==> config.mk <==
export PLATFORM = sky130hd
export DESIGN_NAME = ata_cfg_window
export DESIGN_NICKNAME = d
export VERILOG_FILES = /design/src/rtl/ata_cfg_pkg.sv /design/src/rtl/ata_unlock_seq.sv /design/src/rtl/ata_timing_bank.sv /design/src/rtl/ata_cfg_window.sv
export SDC_FILE = /design/constraint.sdc
export NUM_CORES = 1
export LEC_CHECK = 0
export BUFFER_PORTS_ARGS = -buffer_cell sky130_fd_sc_hd__buf_4
export CELL_PAD_IN_SITES_DETAIL_PLACEMENT = 0
export CELL_PAD_IN_SITES_GLOBAL_PLACEMENT = 2
export CORE_ASPECT_RATIO = 1.4
export CORE_MARGIN = 1.5
export CORE_UTILIZATION = 36
export CTS_CLUSTER_SIZE = 20
export DETAILED_ROUTE_END_ITERATION = 6
export GPL_TIMING_DRIVEN = 0
export PLACE_DENSITY = 0.93
export RECOVER_POWER = 100
export SYNTH_ARGS = -nofsm -noshare
export SYNTH_HDL_FRONTEND = slang
export SYNTH_SLANG_ARGS = --single-unit
==> constraint.sdc <==
create_clock -name clk -period 3.65 [get_ports clk]
set_input_delay 0.1825 -clock clk [delete_from_list [all_inputs] [get_ports clk]]
set_output_delay 0.1825 -clock clk [all_outputs]
set_load 0.1 [all_outputs]
==> src/rtl/ata_cfg_pkg.sv <==
// Shared constants and types for the lockable drive-timing window.
// Assumes a 3-bit command-block offset and 8-bit register data.
package ata_cfg_pkg;
    typedef enum logic [1:0] {
        SEQ_IDLE = 2'd0,
        SEQ_ONE  = 2'd1,
        SEQ_TWO  = 2'd2
    } seq_t;

    // offsets used by the unlock sequence
    localparam int UNLOCK_RD_OFS = 1;
    localparam int KEY_OFS       = 2;

    // configuration-mode register offsets
    localparam int OFS_RDTIM = 0;
    localparam int OFS_WRTIM = 1;
    localparam int OFS_CTRL  = 3;
    localparam int OFS_STRAP = 5;
    localparam int OFS_MISC  = 6;

    localparam logic [7:0] KEY_UNLOCK = 8'h03;
    localparam logic [7:0] KEY_RELOCK = 8'h83;
    localparam logic [7:0] CMD_COMMIT = 8'h85;
endpackage

==> src/rtl/ata_unlock_seq.sv <==
// Tracks the host access sequence that opens configuration mode and the
// relock write that closes it. Assumes host_rd and host_wr are single-cycle
// strobes, never both high in one cycle.
module ata_unlock_seq
    import ata_cfg_pkg::*;
#(
    parameter int AW = 3,
    parameter int DW = 8
) (
    input  logic          clk,
    input  logic          rst_n,
    input  logic [AW-1:0] addr,
    input  logic          rd,
    input  logic          wr,
    input  logic          wide,
    input  logic [DW-1:0] wdata,
    output logic          cfg_mode
);
    seq_t st;
    logic rd_step, key_hit, relock_hit;

    // decode of the sequence steps and the relock write
    always_comb begin
        rd_step    = rd && wide && (addr == AW'(UNLOCK_RD_OFS));
        key_hit    = wr && !wide && (addr == AW'(KEY_OFS)) &&
                     (wdata == DW'(KEY_UNLOCK)) && (st == SEQ_TWO);
        relock_hit = wr && (addr == AW'(KEY_OFS)) && (wdata == DW'(KEY_RELOCK));
    end

    // sequence tracker and mode flag
    always_ff @(posedge clk) begin
        if (!rst_n) begin
            st       <= SEQ_IDLE;
            cfg_mode <= 1'b0;
        end else if (!cfg_mode) begin
            if (rd_step)
                st <= (st == SEQ_IDLE) ? SEQ_ONE : SEQ_TWO;
            else if (key_hit) begin
                st       <= SEQ_IDLE;
                cfg_mode <= 1'b1;
            end else if (rd || wr)
                st <= SEQ_IDLE;
        end else begin
            st <= SEQ_IDLE;
            if (relock_hit)
                cfg_mode <= 1'b0;
        end
    end

    p_unlock_r3: assert property (@(posedge clk) disable iff (!rst_n)
        (!cfg_mode && key_hit) |=> cfg_mode);
    p_break_r4: assert property (@(posedge clk) disable iff (!rst_n)
        (!cfg_mode && wr && addr != AW'(KEY_OFS)) |=> (!cfg_mode && st == SEQ_IDLE));
    p_relock_r9: assert property (@(posedge clk) disable iff (!rst_n)
        (cfg_mode && relock_hit) |=> !cfg_mode);
    p_stay_r9: assert property (@(posedge clk) disable iff (!rst_n)
        (cfg_mode && !relock_hit) |=> cfg_mode);
endmodule

==> src/rtl/ata_timing_bank.sv <==
// Configuration register bank: per-drive staging and active timing words,
// control, strap and miscellaneous registers, and the commit transfer.
// Assumes NDEV is a power of two, so the drive select indexes every drive.
module ata_timing_bank
    import ata_cfg_pkg::*;
#(
    parameter int          AW         = 3,
    parameter int          DW         = 8,
    parameter int          NDEV       = 2,
    parameter int          SETUP_LSB  = 4,
    parameter logic [DW-1:0] DEF_TIMING = 8'hFF,
    parameter logic [DW-1:0] STRAP      = 8'h01
) (
    input  logic                     clk,
    input  logic                     rst_n,
    input  logic                     cfg_mode,
    input  logic [AW-1:0]            addr,
    input  logic                     wr,
    input  logic [DW-1:0]            wdata,
    output logic [DW-1:0]            rdata,
    output logic [NDEV-1:0][DW-1:0]  act_rd,
    output logic [NDEV-1:0][DW-1:0]  act_wr,
    output logic [DW-SETUP_LSB-1:0]  act_setup
);
    localparam int SELW = (NDEV > 1) ? $clog2(NDEV) : 1;
    localparam int SW   = DW - SETUP_LSB;

    logic [NDEV-1:0][DW-1:0] stg_rd, stg_wr;
    logic [DW-1:0]           misc_q, ctrl_q;
    logic [SELW-1:0]         sel;
    logic                    we, commit;

    // write enable, drive select and commit decode
    always_comb begin
        we     = cfg_mode && wr;
        sel    = misc_q[SELW-1:0];
        commit = we && (addr == AW'(OFS_CTRL)) && (wdata == CMD_COMMIT);
    end

    // control and miscellaneous registers
    always_ff @(posedge clk) begin
        if (!rst_n) begin
            misc_q <= '0;
            ctrl_q <= '0;
        end else if (we) begin
            if (addr == AW'(OFS_MISC)) misc_q <= wdata;
            if (addr == AW'(OFS_CTRL)) ctrl_q <= wdata;
        end
    end

    // shared address-setup field, taken on commit
    always_ff @(posedge clk) begin
        if (!rst_n)      act_setup <= '1;
        else if (commit) act_setup <= misc_q[DW-1:SETUP_LSB];
    end

    for (genvar d = 0; d < NDEV; d++) begin : g_dev
        // staging words for drive d, written through the drive select
        always_ff @(posedge clk) begin
            if (!rst_n) begin
                stg_rd[d] <= DEF_TIMING;
                stg_wr[d] <= DEF_TIMING;
            end else if (we && sel == SELW'(d)) begin
                if (addr == AW'(OFS_RDTIM)) stg_rd[d] <= wdata;
                if (addr == AW'(OFS_WRTIM)) stg_wr[d] <= wdata;
            end
        end

        // active words for drive d, loaded only on commit
        always_ff @(posedge clk) begin
            if (!rst_n) begin
                act_rd[d] <= DEF_TIMING;
                act_wr[d] <= DEF_TIMING;
            end else if (commit) begin
                act_rd[d] <= stg_rd[d];
                act_wr[d] <= stg_wr[d];
            end
        end

        p_commit_r7: assert property (@(posedge clk) disable iff (!rst_n)
            commit |=> (act_rd[d] == $past(stg_rd[d]) && act_wr[d] == $past(stg_wr[d])));
        p_hold_r8: assert property (@(posedge clk) disable iff (!rst_n)
            !commit |=> ($stable(act_rd[d]) && $stable(act_wr[d])));
    end

    // register read-back multiplexer
    always_comb begin
        case (addr)
            AW'(OFS_RDTIM): rdata = stg_rd[sel];
            AW'(OFS_WRTIM): rdata = stg_wr[sel];
            AW'(OFS_CTRL):  rdata = ctrl_q;
            AW'(OFS_STRAP): rdata = STRAP;
            AW'(OFS_MISC):  rdata = misc_q;
            default:        rdata = '0;
        endcase
    end

    p_setup_hold_r8: assert property (@(posedge clk) disable iff (!rst_n)
        !commit |=> $stable(act_setup));
    p_setup_sw_r7: assert property (@(posedge clk) disable iff (!rst_n)
        commit |=> act_setup == $past(misc_q[DW-1:DW-SW]));
endmodule

==> src/rtl/ata_cfg_window.sv <==
// Top of the lockable drive-timing window. Passes host accesses to the task
// file in IDE mode and steers them to the timing bank in configuration mode.
// Assumes a single host master with one-cycle read and write strobes.
module ata_cfg_window #(
    parameter int          AW         = 3,
    parameter int          DW         = 8,
    parameter int          NDEV       = 2,
    parameter int          SETUP_LSB  = 4,
    parameter logic [7:0]  DEF_TIMING = 8'hFF,
    parameter logic [7:0]  STRAP      = 8'h01
) (
    input  logic                   clk,
    input  logic                   rst_n,
    input  logic [AW-1:0]          host_addr,
    input  logic                   host_rd,
    input  logic                   host_wr,
    input  logic                   host_wide,
    input  logic [DW-1:0]          host_wdata,
    output logic [DW-1:0]          host_rdata,
    output logic [AW-1:0]          tf_addr,
    output logic                   tf_rd,
    output logic                   tf_wr,
    output logic                   tf_wide,
    output logic [DW-1:0]          tf_wdata,
    input  logic [DW-1:0]          tf_rdata,
    output logic                   cfg_mode,
    output logic [NDEV*DW-1:0]     act_rd_tim,
    output logic [NDEV*DW-1:0]     act_wr_tim,
    output logic [DW-SETUP_LSB-1:0] act_setup
);
    logic [DW-1:0]           bank_rdata;
    logic [NDEV-1:0][DW-1:0] act_rd, act_wr;

    ata_unlock_seq #(.AW(AW), .DW(DW)) u_seq (
        .clk(clk), .rst_n(rst_n), .addr(host_addr), .rd(host_rd),
        .wr(host_wr), .wide(host_wide), .wdata(host_wdata), .cfg_mode(cfg_mode)
    );

    ata_timing_bank #(
        .AW(AW), .DW(DW), .NDEV(NDEV), .SETUP_LSB(SETUP_LSB),
        .DEF_TIMING(DW'(DEF_TIMING)), .STRAP(DW'(STRAP))
    ) u_bank (
        .clk(clk), .rst_n(rst_n), .cfg_mode(cfg_mode), .addr(host_addr),
        .wr(host_wr), .wdata(host_wdata), .rdata(bank_rdata),
        .act_rd(act_rd), .act_wr(act_wr), .act_setup(act_setup)
    );

    // pass-through toward the task file and read-data steering
    always_comb begin
        tf_addr    = host_addr;
        tf_wide    = host_wide;
        tf_wdata   = host_wdata;
        tf_rd      = host_rd && !cfg_mode;
        tf_wr      = host_wr && !cfg_mode;
        host_rdata = cfg_mode ? bank_rdata : tf_rdata;
        act_rd_tim = act_rd;
        act_wr_tim = act_wr;
    end

    p_hidden_r5: assert property (@(posedge clk) disable iff (!rst_n)
        cfg_mode |-> (!tf_rd && !tf_wr));
    p_pass_r2: assert property (@(posedge clk) disable iff (!rst_n)
        !cfg_mode |-> (tf_rd == host_rd && tf_wr == host_wr));
endmodule

==> results.md, run 1 <==
| Parameter | Value |
|:---|:---|
| Outcome | completed |
| Clock buffers created by TritonCTS | 9 |
| First-pass GRT wire length | 18400 um |
| CTS tree | built |
| Number of distinct library cell variants in the gate-level netlist after synthesis | 40 |
| Largest buffer count on any clock path | 2 |
| Data required, critical path | 3.47 ns |
| Setup violations, final | 0 |
| Hold buffer count at cts | 0 |
| Fraction of the cycle the final worst path needs | 83.6% |
| Adder-Cell Fraction of Synth Area | 0% |
| Net count of the mapped netlist | 449 |
| Commonest non-fill, non-tap cell in the layout | dfxtp_1 |
| Placer congestion estimate | 0.901 |
| Postcts setup bufs | 0 |
| Via-per-instance ratio | 5.26 |
| Count of warnings emitted by yosys | 0 |
| Vias in the first global route | 3329 |
| Clock slew at the register clock pins of the worst setup and hold paths | 0.07 ns |
| Actual slew at the worst max-slew pin | 1.18 ns |
| Critical Path Fanout Max | 10 |
| Pin count of the biggest net entering global routing | 15 |
| Share of the synthesized area in compound gates (AO/OA/AOI/OAI) | 9.70% |
| Total Die Area | 11800 sq um |
| Proportion of layout cells with a drive suffix above 1 | 13.6% |
| Number of violations reported at the end of detailed-routing iteration 0 | 190 |
| Worst clock skew | 0.00843 ns |
| Number of remaining DRC errors | 0 |
| Rel. slew slack | 21.6% |
| Number of top-level pins | 83 |
| Count of max-cap constraint violations | 0 |
| Overall die height | 128 um |
| Antenna Diode Count | 0 |
| Synthesis-stage register bit count | 87 |
| F_max | 0.328 GHz |
| Total routed wirelength | 12100 um |
| Type of element launching the critical path | register |
| # fillers | 1114 |
| Starting density of the core | 36.9% |
| Via count | 3489 |
| Detailed-routing iteration count for the pre-antenna-repair pass | 7 |
| Gate count after technology mapping | 425 |
| Post-layout instance area | 4830 sq um |
| Post-Route Setup TNS | 0 ns |
| VDD IR-drop max | 0.000221 V |
| Data arrival, critical path | 2.87 ns |
| Worst-case setup margin in the final layout | 0.600 ns |
| Type of the worst setup path | reg2out |
| Mean routed wirelength per cell | 18.3 um |
| Dominant combinational cell family by area after synthesis | multiplexers |
| Final antenna-violating net count | 0 |
| Number of hold violations in the final report | 0 |
| Post-CTS resize count | 0 |
| Number of antenna violations at the first check in global routing | 0 |
| Simple logic cell fraction of the synthesized area | 17.6% |
| RSZ-0062 raised after global routing | false |
| Hold wc startpoint | host_wdata[7] |
| Row count | 45 |
| Pleak | 0.00172 uW |
| Port buffer count | 81 |
| Power per cell area | 455 nW/um^2 |
| Core region area | 10900 sq um |
| Layout net count | 541 |
| Final Max Tran Viols | 0 |
| Shortest clock period the worst path allows after layout | 3.05 ns |
| Total routing resource utilization after global routing | 20.9% |
| CTS H-Tree Depth | 3 |
| Combined flip-flop and latch cell area | 1740 sq um |
| Post-synthesis cell area | 4010 sq um |
| Per-instance average area after synthesis | 9.44 sq um |
| Clock latency at the later pin of the worst-skew pair | 0.35 ns |
| # clock sinks | 87 |
| Portion of the post-synthesis area used by sequential elements | 43.4% |
| Final global-route overflow total | 0 |
| Class of the tightest hold or removal check | in2reg |
| Width of the die | 92.2 um |
| Root cell of the clock tree | clkbuf_16 |
| Placed cell areas | 4800 sq um |
| Endpoint kind of the worst setup timing path | output port |
| Leading cell types in the layout, fill and taps excluded | dfxtp_1 (87), clkbuf_1 (86), nor2_1 (82), mux2i_1 (69), buf_4 (36) |
| HPWL reported at the end of detailed placement | 9060 um |
| Layout Area Growth over Synthesis | 20.4% |
| Share of synthesized area spent on multiplexers | 21.4% |
| Launching instance or port of the critical path | u_bank.misc_q[0] |
| Startpoint of the most critical register-to-register path | u_seq.cfg_mode |
| Area share of xor/xnor cells in the synthesized design | 0.218% |
| Pre-CTS setup slack | 1.39 ns |
| Footprint of the multi-input gates | 1960 sq um |
metal layers:
layer	vias to the layer above	routed length (um)	global-route usage, %
met4	0	364	10.5
li1	1677	-	-
met2	137	5830	34.9
met5	-	0	0
met3	24	698	3.20
met1	1651	5250	26.1
stage by stage:
stage,hold WS (ns),utilization (%),instances,power (uW)
2_1_floorplan,0.294,-,425,1150
3_3_place_gp,0.456,44.1,647,1230
3_5_place_dp,0.458,44.1,647,1230
4_1_cts,0.0891,47.1,663,2220
5_1_grt,0.106,44.4,663,2260
6_report,0.0902,44.4,663,2200
sequential cells by signal, summed over array words and instances, names as in the netlist:
| name | flops |
|---|---|
| u_bank.stg_wr | 16 |
| u_bank.act_setup | 4 |
| u_bank.stg_rd | 16 |
| u_seq.st | 2 |
| u_bank.act_wr | 16 |
| u_seq.cfg_mode | 1 |
| u_bank.ctrl_q | 8 |
| u_bank.misc_q | 8 |
| u_bank.act_rd | 16 |
cells by family (layout without fill, tap and decap cells):
family                    after synthesis  after routing
AOI/OAI and AO/OA                      60             60
xor gates and xnor gates                1              1
DFF                                    87             87
and+or+nand+nor                       147            147
muxes                                  84             84
buffers and inverters                  46            143
Yosys cell counts, drive strengths merged:
| cell | instances | share of area, % |
|---|---|---|
| dfxtp | 87 | 43 |
| nor2 | 82 | 7.7 |
| mux2i | 69 | 17 |
| buf | 25 | 5.6 |
| clkbuf | 19 | 1.8 |
| a21oi | 18 | 2.2 |
| nand3 | 18 | 2.4 |
| o21ai | 16 | 2.0 |
| mux2 | 15 | 4.2 |
| nand2 | 12 | 1.1 |
| a222oi | 8 | 2.0 |
| nand2b | 8 | 1.2 |
| o211ai | 8 | 1.5 |
| a22oi | 7 | 1.3 |
| nor2b | 4 | 0.62 |
| and3b | 3 | 0.65 |
| nand3b | 3 | 0.56 |
| and2 | 2 | 0.31 |
| and4 | 2 | 0.50 |
| and4b | 2 | 0.50 |
| nand4 | 2 | 0.31 |
| nor3b | 2 | 0.37 |
| nor4b | 2 | 0.44 |
| a221oi | 1 | 0.22 |
| a32oi | 1 | 0.22 |
| and4bb | 1 | 0.31 |
| clkinv | 1 | 0.093 |
| inv | 1 | 0.093 |
| nand4b | 1 | 0.22 |
| nor3 | 1 | 0.12 |
| nor4 | 1 | 0.16 |
| o2111ai | 1 | 0.22 |
| or3 | 1 | 0.16 |
| xnor2 | 1 | 0.22 |
cell type report:
type | count | share of cell area (%)
multi-input combinational | 292 | 40.5
sequential | 87 | 36.1
timing repair buffer | 81 | 8.16
clock buffer | 11 | 5.03
buffer | 44 | 4.72
tap | 141 | 3.65
clock inverter | 5 | 1.68
inverter | 2 | 0.155
path summary, 6_finish.rpt:
kind                       to  cells past startpoint  slack (ns)
min reg2reg  u_bank.ctrl_q[0]                      2        0.47
min            u_seq.cfg_mode                      2        0.09
max reg2reg  u_bank.act_wr[7]                      4        1.33
max             host_rdata[2]                      5        0.60
power breakdown:
part | total [uW] | internal [uW] | leakage [uW] | switching (uW)
clock | 1000 | 619 | 0.000156 | 385
sequential | 949 | 949 | 0.000703 | 0.172
combinational | 244 | 55.1 | 0.000860 | 189
total | 2200 | 1620 | 0.00172 | 574
critical path, cell delays in order (launching register included):
cell and delay [ns]:
dfxtp_1 0.40, clkbuf_1 0.52, mux2_2 0.32, a222oi_1 0.09
a22oi_1 0.30, clkbuf_1 0.89
(Power assumes the default switching activity.)
==> run 2: changes to the inputs <==
ABC_AREA = 1   (was unset)
CORE_UTILIZATION = 27   (was 36)
PLACE_DENSITY = 0.83   (was 0.93)
clock period = 2.5 ns   (was 3.65 ns; I/O delays follow)
==> results.md, run 2 <==
| Parameter | Value |
|:---|:---|
| Port buffer count | 79 |
| Cell type with the highest occurrence count on the critical path | nand2_1 |
| Hold wc startpoint | host_wdata[2] |
| F_max | 0.433 GHz |
| Via count | 3933 |
| Count of warnings emitted by yosys | 0 |
| Row count | 52 |
| Commonest non-fill, non-tap cell in the layout | nand2_1 |
| Antenna Diode Count | 0 |
| Setup violations, final | 0 |
| List of cells traversed by the critical path | buf_2 -> inv_2 -> buf_2 -> nand2_1 -> nand2_1 -> nand2_1 -> nand2_1 -> o21ai_0 -> nand2_1 -> clkbuf_2 |
| Launching instance or port of the critical path | u_bank.misc_q[0] |
| Number of top-level pins | 83 |
| Leading cell types in the layout, fill and taps excluded | nand2_1 (187), nand3_1 (100), dfxtp_1 (87), clkbuf_1 (69), buf_4 (39) |
| Startpoint of the most critical register-to-register path | u_seq.cfg_mode |
| Vias in the first global route | 3903 |
| Final global-route overflow total | 0 |
| Clock slew at the register clock pins of the worst setup and hold paths | 0.06 ns |
| Crit path depth | 10 |
| Area leader, netlist | dfxtp_1 |
| Category of cells accounting for the largest share of critical-path delay | buffers and inverters |
| Proportion of layout cells with a drive suffix above 1 | 13.7% |
| Overall die height | 147 um |
| Count of max-cap constraint violations | 0 |
| Count of buffering cells on the critical path with inverters included | 4 |
| Largest cells by area after synthesis | dfxtp_1 (43%), nand2_1 (17%), nand3_1 (12%) |
| Number of violations reported at the end of detailed-routing iteration 0 | 171 |
| Starting density of the core | 27.7% |
| Actual slew at the worst max-slew pin | 1.18 ns |
| Post-Route Setup TNS | 0 ns |
| Total routing resource utilization after global routing | 17.1% |
| Pin count of the biggest net entering global routing | 15 |
| Gate count after technology mapping | 555 |
| Endpoint kind of the worst setup timing path | output port |
| Number of remaining DRC errors | 0 |
| Type of the worst setup path | reg2out |
| Pleak | 0.00242 uW |
| Data required, critical path | 2.38 ns |
| Placer congestion estimate | 0.852 |
| Proportion of synthesized flip-flops having asynchronous set or reset | 0% |
| Data arrival, critical path | 2.19 ns |
| Critical Path Fanout Max | 10 |
| Number of standard cells in the layout, taps in and fillers out | 839 |
| # fillers | 1609 |
| Number of instances in the placed design | 823 |
| First-pass GRT wire length | 20400 um |
| Mean routed wirelength per cell | 15.5 um |
| Pre-CTS setup slack | 0.701 ns |
| Root cell of the clock tree | clkbuf_16 |
| Placed cell areas | 4840 sq um |
| # clock sinks | 87 |
| Largest buffer count on any clock path | 2 |
| Net count of the mapped netlist | 579 |
| Rel. slew slack | 21.8% |
| Detailed-routing iteration count for the pre-antenna-repair pass | 4 |
| Hold buffer count at cts | 0 |
| Per-instance average area after synthesis | 7.23 sq um |
| Postcts setup bufs | 0 |
| Via-per-instance ratio | 4.69 |
| Final Max Tran Viols | 0 |
| Post-synthesis cell area | 4020 sq um |
| Total routed wirelength | 13000 um |
| Worst-case setup margin in the final layout | 0.189 ns |
| VDD IR-drop max | 0.000387 V |
| Worst R2R Path Depth | 6 |
| Clock buffers created by TritonCTS | 9 |
| CTS H-Tree Depth | 3 |
| Type of element launching the critical path | register |
| Class of the tightest hold or removal check | in2reg |
| Number of hold violations in the final report | 0 |
| Final total power | 3100 uW |
| HPWL reported at the end of detailed placement | 9820 um |
| Slowest cell delay on critical path | 0.45 ns |
| Post-CTS resize count | 0 |
| Clock latency at the later pin of the worst-skew pair | 0.34 ns |
| Worst Hold Depth | 3 |
| Outcome | completed |
| Worst clock skew | 0.00493 ns |
| Number of antenna violations at the first check in global routing | 0 |
| Width of the die | 106 um |
| Portion of synthesized cell area occupied by the leading cell type | 43.4% |
| Portion of the post-synthesis area used by sequential elements | 43.4% |
| Most frequent cells after synthesis | nand2_1 (184), nand3_1 (100), dfxtp_1 (87), nor2_1 (29), o21ai_0 (24) |
| Post-synth EDFFs | 0 |
| Shortest clock period the worst path allows after layout | 2.31 ns |
| RSZ-0062 raised after global routing | false |
| Core region area | 14500 sq um |
| Post-layout instance area | 4880 sq um |
| Power per cell area | 635 nW/um^2 |
| Layout net count | 669 |
| Synthesis-stage register bit count | 87 |
| Most used flip-flop cell after synthesis | dfxtp_1 |
| CTS tree | built |
| Number of distinct library cell variants in the gate-level netlist after synthesis | 25 |
| Most frequent cell after synthesis | nand2_1 |
| Worst-path cell with the longest stage delay | clkbuf_2 |
| Final antenna-violating net count | 0 |
| Fraction of the cycle the final worst path needs | 92.4% |
| Total Die Area | 15600 sq um |
| Layout Area Growth over Synthesis | 21.6% |
[run 2: changes by cell type after synthesis, sizes merged, moves of 10 or more]
cell and change:
clkbuf -10, nand3 +85, buf +12, inv +27, o211ai +10, nand2 +177
mux2i -69, nor2 -46, mux2 -15
[run 2: per-layer routing]
| layer | GRT usage (%) | vias up | part of all wire [%] |
|---|---|---|---|
| met5 | 0 | - | 0 |
| met4 | 6.89 | 0 | 1.9 |
| met3 | 2.75 | 15 | 5.1 |
| met2 | 30.9 | 97 | 50 |
| met1 | 19.8 | 1829 | 43 |
| li1 | - | 1992 | - |
[run 2: final cells by class]
| type | instances | area, sq um | area share [%] |
|---|---|---|---|
| sequential | 87 | 1740 | 35.7 |
| clock buffer | 11 | 253 | 5.18 |
| buffer | 46 | 254 | 5.20 |
| multi-input combinational | 394 | 1840 | 37.7 |
| inverter | 28 | 108 | 2.20 |
| tap | 189 | 236 | 4.84 |
| clock inverter | 5 | 56.3 | 1.15 |
| timing repair buffer | 79 | 392 | 8.02 |
[run 2: tightest hold or removal path, stage by stage]
cell and delay (ns):
buf_4 0.13, nand2_1 0.07, a21oi_1 0.06
[run 2: metrics by stage]
stage	hold slack (ns)	util, %
CTS	0.0840	35.5
global placement	0.433	33.4
finish	0.0885	33.7
floorplan	0.238	-
detailed placement	0.444	33.4
global route	0.126	33.7
[run 2: path summary, 6_finish.rpt]
path	endpoint	slack, ns
hold / removal	u_bank.ctrl_q[2]	0.09
setup / recovery	host_rdata[3]	0.19
hold reg to reg	u_bank.act_wr[10]	0.45
setup reg to reg	u_bank.act_setup[2]	0.36
[run 2: cell families after synthesis]
| group | count (synthesis) | synth area share, % |
|---|---|---|
| AND/OR/NAND/NOR | 338 | 38.2 |
| buffers and inverters | 74 | 9.85 |
| flip-flops | 87 | 43.4 |
| AO/OA/AOI/OAI | 56 | 8.60 |
[run 2: power breakdown]
group | switching, uW | leakage [uW] | internal (uW)
clock | 567 | 0.000152 | 827
combinational | 251 | 0.00156 | 67.0
sequential | 0.173 | 0.000703 | 1390
